`config.mk`:
```
export PLATFORM = sky130hd
export DESIGN_NAME = ilv_erase_seq
export DESIGN_NICKNAME = d
export VERILOG_FILES = /design/src/rtl/ilv_erase_seq.sv
export SDC_FILE = /design/constraint.sdc
export NUM_CORES = 1
export LEC_CHECK = 0
export ABC_AREA = 1
export BUFFER_PORTS_ARGS = -buffer_cell sky130_fd_sc_hd__buf_4
export CAP_MARGIN = 25
export CORE_MARGIN = 8
export CORE_UTILIZATION = 59
export DETAILED_ROUTE_END_ITERATION = 7
export PLACE_DENSITY = 0.86
export SYNTH_ARGS = -nofsm -noshare
export SYNTH_HDL_FRONTEND = slang
export SYNTH_SLANG_ARGS = --single-unit
```
`constraint.sdc`:
```
create_clock -name clk -period 2.9 [get_ports clk]
set_input_delay 0.58 -clock clk [delete_from_list [all_inputs] [get_ports clk]]
set_output_delay 0.58 -clock clk [all_outputs]
set_load 0.02 [all_outputs]
```
`src/rtl/ilv_erase_seq.sv`:
```
module ilv_erase_seq #(
  parameter int BLK_W = 10
) (
  input  logic             clk,
  input  logic             rst_n,
  input  logic             req_valid,
  output logic             req_ready,
  input  logic             req_die,
  input  logic [BLK_W-1:0] req_blk,
  input  logic             req_last,
  output logic             reg_req,
  output logic             reg_we,
  output logic [15:0]      reg_addr,
  output logic [15:0]      reg_wdata,
  input  logic             reg_ack,
  input  logic [15:0]      reg_rdata,
  output logic             done,
  output logic             err,
  output logic             err_die,
  output logic [BLK_W-1:0] err_blk
);
  localparam logic [15:0] A_ADDR = 16'hF100;
  localparam logic [15:0] A_SEL  = 16'hF101;
  localparam logic [15:0] A_CMD  = 16'hF220;
  localparam logic [15:0] A_STAT = 16'hF240;
  localparam logic [15:0] A_INT  = 16'hF241;
  localparam logic [15:0] V_ERASE = 16'h0094;

  typedef enum logic [3:0] {IDLE, SEL_CUR, POLL_RDY, WR_ADDR, WR_CMD,
                            SEL_CHK, WAIT_EI, RD_STAT, NEXT, HALT} st_t;
  typedef enum logic [1:0] {PH_PREV, PH_DRAIN, PH_FINAL} ph_t;

  st_t st;
  ph_t ph;
  logic             first, have_prev, cur_chk, cur_last;
  logic             cur_die, prev_die, chk_die;
  logic [BLK_W-1:0] cur_blk, prev_blk, chk_blk;
  logic [1:0]       ei_seen;

  wire fire = reg_req & reg_ack;
  wire take = req_valid & req_ready;
  wire ei_edge = ~ei_seen[chk_die] & reg_rdata[5];

  assign reg_req   = st inside {SEL_CUR, POLL_RDY, WR_ADDR, WR_CMD, SEL_CHK, WAIT_EI, RD_STAT};
  assign reg_we    = st inside {SEL_CUR, WR_ADDR, WR_CMD, SEL_CHK};
  assign req_ready = (st == IDLE) | ((st == NEXT) & ((req_die != cur_die) | cur_chk));

  always_comb begin
    reg_addr  = 16'h0000;
    reg_wdata = 16'h0000;
    case (st)
      SEL_CUR:  begin reg_addr = A_SEL;  reg_wdata = {cur_die, 15'h0}; end
      POLL_RDY: reg_addr = A_INT;
      WR_ADDR:  begin reg_addr = A_ADDR; reg_wdata = {cur_die, 15'(cur_blk)}; end
      WR_CMD:   begin reg_addr = A_CMD;  reg_wdata = V_ERASE; end
      SEL_CHK:  begin reg_addr = A_SEL;  reg_wdata = {chk_die, 15'h0}; end
      WAIT_EI:  reg_addr = A_INT;
      RD_STAT:  reg_addr = A_STAT;
      default:  ;
    endcase
  end

  always_ff @(posedge clk or negedge rst_n) begin
    if (!rst_n) begin
      st <= IDLE; ph <= PH_PREV;
      first <= 1'b0; have_prev <= 1'b0; cur_chk <= 1'b0; cur_last <= 1'b0;
      cur_die <= 1'b0; prev_die <= 1'b0; chk_die <= 1'b0;
      cur_blk <= '0; prev_blk <= '0; chk_blk <= '0;
      ei_seen <= 2'b11;
      done <= 1'b0; err <= 1'b0; err_die <= 1'b0; err_blk <= '0;
    end else begin
      done <= 1'b0;
      case (st)
        IDLE: if (take) begin
          cur_die <= req_die; cur_blk <= req_blk; cur_last <= req_last;
          first <= 1'b1; have_prev <= 1'b0; cur_chk <= 1'b0;
          st <= SEL_CUR;
        end
        SEL_CUR:  if (fire) st <= first ? POLL_RDY : WR_ADDR;
        POLL_RDY: if (fire && reg_rdata[15]) st <= WR_ADDR;
        WR_ADDR:  if (fire) st <= WR_CMD;
        WR_CMD: if (fire) begin
          first <= 1'b0;
          ei_seen[cur_die] <= 1'b1;
          if (have_prev) begin
            chk_die <= prev_die; chk_blk <= prev_blk; ph <= PH_PREV; st <= SEL_CHK;
          end else if (cur_last) begin
            chk_die <= cur_die; chk_blk <= cur_blk; ph <= PH_FINAL; st <= SEL_CHK;
          end else st <= NEXT;
        end
        SEL_CHK: if (fire) st <= WAIT_EI;
        WAIT_EI: if (fire) begin
          ei_seen[chk_die] <= reg_rdata[5];
          if (ei_edge) st <= RD_STAT;
        end
        RD_STAT: if (fire) begin
          if (reg_rdata[10]) begin
            err <= 1'b1; err_die <= chk_die; err_blk <= chk_blk; st <= HALT;
          end else begin
            case (ph)
              PH_PREV: begin
                have_prev <= 1'b0;
                if (cur_last) begin
                  chk_die <= cur_die; chk_blk <= cur_blk; ph <= PH_FINAL; st <= SEL_CHK;
                end else st <= NEXT;
              end
              PH_DRAIN: begin cur_chk <= 1'b1; st <= NEXT; end
              default:  begin done <= 1'b1; st <= IDLE; end
            endcase
          end
        end
        NEXT: if (take) begin
          prev_die <= cur_die; prev_blk <= cur_blk; have_prev <= ~cur_chk;
          cur_die <= req_die; cur_blk <= req_blk; cur_last <= req_last;
          cur_chk <= 1'b0; st <= SEL_CUR;
        end else if (req_valid && !cur_chk) begin
          chk_die <= cur_die; chk_blk <= cur_blk; ph <= PH_DRAIN; st <= SEL_CHK;
        end
        default: ;
      endcase
    end
  end

  a_r9_hold: assert property (@(posedge clk) disable iff (!rst_n)
    reg_req && !reg_ack |=> reg_req && $stable(reg_addr) && $stable(reg_we) && $stable(reg_wdata));
  a_r8_no_int_write: assert property (@(posedge clk) disable iff (!rst_n)
    reg_req && reg_we |-> reg_addr != A_INT);
  a_r6_sticky: assert property (@(posedge clk) disable iff (!rst_n)
    err |=> err && $stable(err_die) && $stable(err_blk));
  a_r6_halted: assert property (@(posedge clk) disable iff (!rst_n)
    err |-> !reg_req && !req_ready);
  a_r7_pulse: assert property (@(posedge clk) disable iff (!rst_n)
    done |=> !done);
  a_r10_ready_idle: assert property (@(posedge clk) disable iff (!rst_n)
    req_ready |-> !reg_req);
endmodule

```
==> summary.txt <==
STA
  • Final critical-path setup slack: 0.367 ns
  • Clock period minus worst slack: 2.53 ns
  • Maximum clock frequency: 395 MHz
  • Count of pins over their slew limit: 0
  • Skew final: 0.00950 ns
  • Final hold violations: 0
  • Actual transition at the worst max-transition pin: 0.937 ns
  • Total negative slack: 0 ns
  • Share of the clock period used by the worst path: 87.3%
  • Setup violation total in the final timing report: 0
  • Worst slew margin relative to its limit: 37.5%
  • Setup repair after global routing missed its margin: false
  • Final-layout worst hold slack: 0.302 ns

Final layout
  • Number of inserted diodes: 0
  • Area of the multi-input gates: 1590 sq um
  • Summed area of non-filler cells in the final layout: 4040 sq um
  • Fill count: 481
  • Final core occ: 69.0%
  • Non-filler cells, final: 620
  • Area taken by flip-flops and latches: 1450 sq um
  • Net total in the final layout: 572
  • Ratio of cells with drive above 1 in the final layout: 18.3%
  • Growth of design area from synthesis to finish: 14.8%

Clock network
  • Clock sink count: 58
  • CTS Buf Count: 9
  • Clock tree from TritonCTS: built
  • Clock root cell: clkbuf_8
  • Skew-Pair Late Insertion Delay: 0.34 ns
  • Buffer depth of the longest clock path: 2
  • Setup bufs post-CTS: 0
  • Number of H-tree branching levels: 3
  • Hold-fix buffer count after cts: 0
  • Clock transition at the register clock pins on the worst setup and hold paths after CTS: 0.07 ns
  • Count of cells resized by post-cts repair: 0

GRT
  • Largest net degree at the start of global routing: 59
  • GRT Total Usage: 21.1%
  • Number of antenna violations at the first check in global routing: 0
  • Overflow left after global routing: 0
  • Number of global-route vias before repair: 3,171
  • First-pass GRT wire length: 14.8 mm

Worst setup path
  • Number of buffers and inverters on the critical path: 1
  • Worst-path cell with the longest stage delay: dfrtp_1
  • Largest fanout of any net on the critical path: 11
  • Arrival time of the worst setup path: 1.95 ns
  • Setup crit start kind: flip-flop
  • Data required time at the worst endpoint: 2.32 ns
  • Critical Path, Cell by Cell: nor2_1 > nand2_1 > o21ai_0 > buf_4
  • Cell family with most CP delay: simple AND/OR/NAND/NOR gates
  • Largest incremental delay on the critical path: 0.49 ns
  • Kind of end point of the critical path: output port
  • Category of the most critical setup path: reg -> out

Routing
  • DRC violation count after routing: 0
  • Met1 routed wirelength after detailed routing: 3.86 mm
  • Vias after detailed routing: 3,325
  • Detailed-routed wire length on met3: 781 um
  • Via/cell ratio: 5.36
  • Sum of routed wire length over all layers: 8.77 mm
  • Routed WL per cell: 14.1 um
  • Routed length on met2: 4.00 mm
  • Antenna Violating Nets Remaining: 0
  • TritonRoute pass-1 iters: 5
  • Top routing layer in use: met4
  • Initial drt markers: 350

Placed design
  • HPWL after DPL: 6.28 mm
  • Count of buffers inserted at the top-level ports: 54
  • Total placed cells including tap cells: 604
  • Worst slack at placement: 0.725 ns
  • Final estimated routing congestion in global placement: 0.893
  • Dpl cell area: 3830 sq um

Die
  • Width of the chip: 93.2 um
  • Area of the die: 8690 sq um
  • Starting density of the core: 60.1%
  • Floorplan Core Area: 5850 sq um
  • Y dimension of the die: 93.2 um
  • Std-Cell Rows: 28
  • Count of boundary I/O pins: 80

Logic synthesis
  • Yosys reg bits: 58
  • Number of instances in the synthesized netlist: 497
  • Summed instance area of the synthesized netlist: 3520 sq um
  • YS warnings: 0
  • Mean post-synth cell area: 7.08 sq um
  • Synth unique cells: 29
  • Part of the Yosys area used for sequential elements: 41.3%

Run status
  • Result of the run: completed

Power and ir drop
  • Worst IR Drop VDD: 0.641 mV
  • Leakage Power: 2.18 nW
  • Pwr Total: 4.48 mW
  • PwrDens: 1110 nW/um^2

Flow run
  • Reported max-cap violation count: 0

Min path
  • Worst hold-check path type: in -> async
[cell families after synthesis]
family,synth area share [%]
AND/OR/NAND/NOR,29.8
buffers and inverters,14.7
AO/OA/AOI/OAI,14.0
other,0.107
flip-flops,41.3
[cells in the final DEF, fill, tap and decap left out]
master,count
conb_1,12
nand2_1,157
nor3_1,5
nor2_8,1
nand3_4,1
inv_2,4
nand3_1,32
clkbuf_1,1
o21ai_2,12
buf_4,55
inv_1,72
bufinv_16,1
nor2_4,3
nand2_4,2
nor2_2,1
nand4_1,5
o22ai_1,2
nand2_2,3
o21ai_0,64
clkinvlp_4,2
a21oi_1,6
dfstp_2,2
clkinv_2,1
clkbuf_8,11
a32o_1,1
a21o_1,2
nand3_2,1
nor2_1,29
or2_1,1
dfrtp_1,56
[power by group]
group          switching, mW  internal (mW)  leakage [nW]
clock network          0.331          0.442        0.0986
registers              0.268           1.13         0.719
logic                   1.53          0.775          1.36
[synth_stat cells]
cell type	count	share of area, %
clkbuf_1	7	0.75
a32o_1	1	0.28
nand3_1	32	4.6
o22ai_1	2	0.36
nand4_1	5	0.89
buf_2	5	0.71
dfstp_2	2	1.5
a21o_1	2	0.43
nor2_4	3	0.96
conb_1	1	0.11
nand2_1	157	17
nand3_2	1	0.28
dfrtp_1	56	40
nor2_8	1	0.57
nor3_1	5	0.71
a21oi_1	6	0.85
nand3_4	1	0.50
inv_1	72	7.7
inv_2	4	0.43
buf_4	16	3.4
nor2_1	29	3.1
nand2_4	2	0.64
buf_1	1	0.11
o21ai_2	12	3.0
buf_6	5	1.6
nor2_2	1	0.18
nand2_2	3	0.53
or2_1	1	0.18
o21ai_0	64	9.1
[registers in the layout (all words and copies together), names as in the netlist]
register   cells
prev_die       1
have_prev      1
err_die        1
ei_seen        2
err            1
chk_blk       10
done           1
st             4
chk_die        1
cur_die        1
cur_blk       10
err_blk       10
cur_last       1
ph             2
cur_chk        1
first          1
prev_blk      10
[worst paths after layout]
path                             from           end  slack [ns]  cells after the start
setup / recovery                st[3]  reg_wdata[2]        0.37                      4
setup reg to reg                st[0]    chk_blk[1]        0.65                      8
hold / removal                  rst_n    cur_blk[7]        0.30                      1
max in group asynchronous       rst_n    err_blk[5]        2.12                      1
min in group clk           req_blk[6]    cur_blk[6]        0.45                      3
hold reg to reg                   err           err        0.46                      2
[final cells by class]
cell class              instances  share of cell area (%)
multi-input cells             340                    39.3
flip-flops and latches         58                    36.0
repair buffers                 55                    10.2
inverters                      76                    7.06
clock buffers                  12                    3.84
well taps                      75                    2.32
clock inverters                 4                    1.24
[metal layers]
layer | track usage (%) | vias to the layer above
li1 | - | 1616
met1 | 28.1 | 1536
met2 | 32.0 | 158
met3 | 5.21 | 15
met4 | 8.99 | 0
met5 | 0 | -
Note: power is estimated with default switching activity, not from simulation.
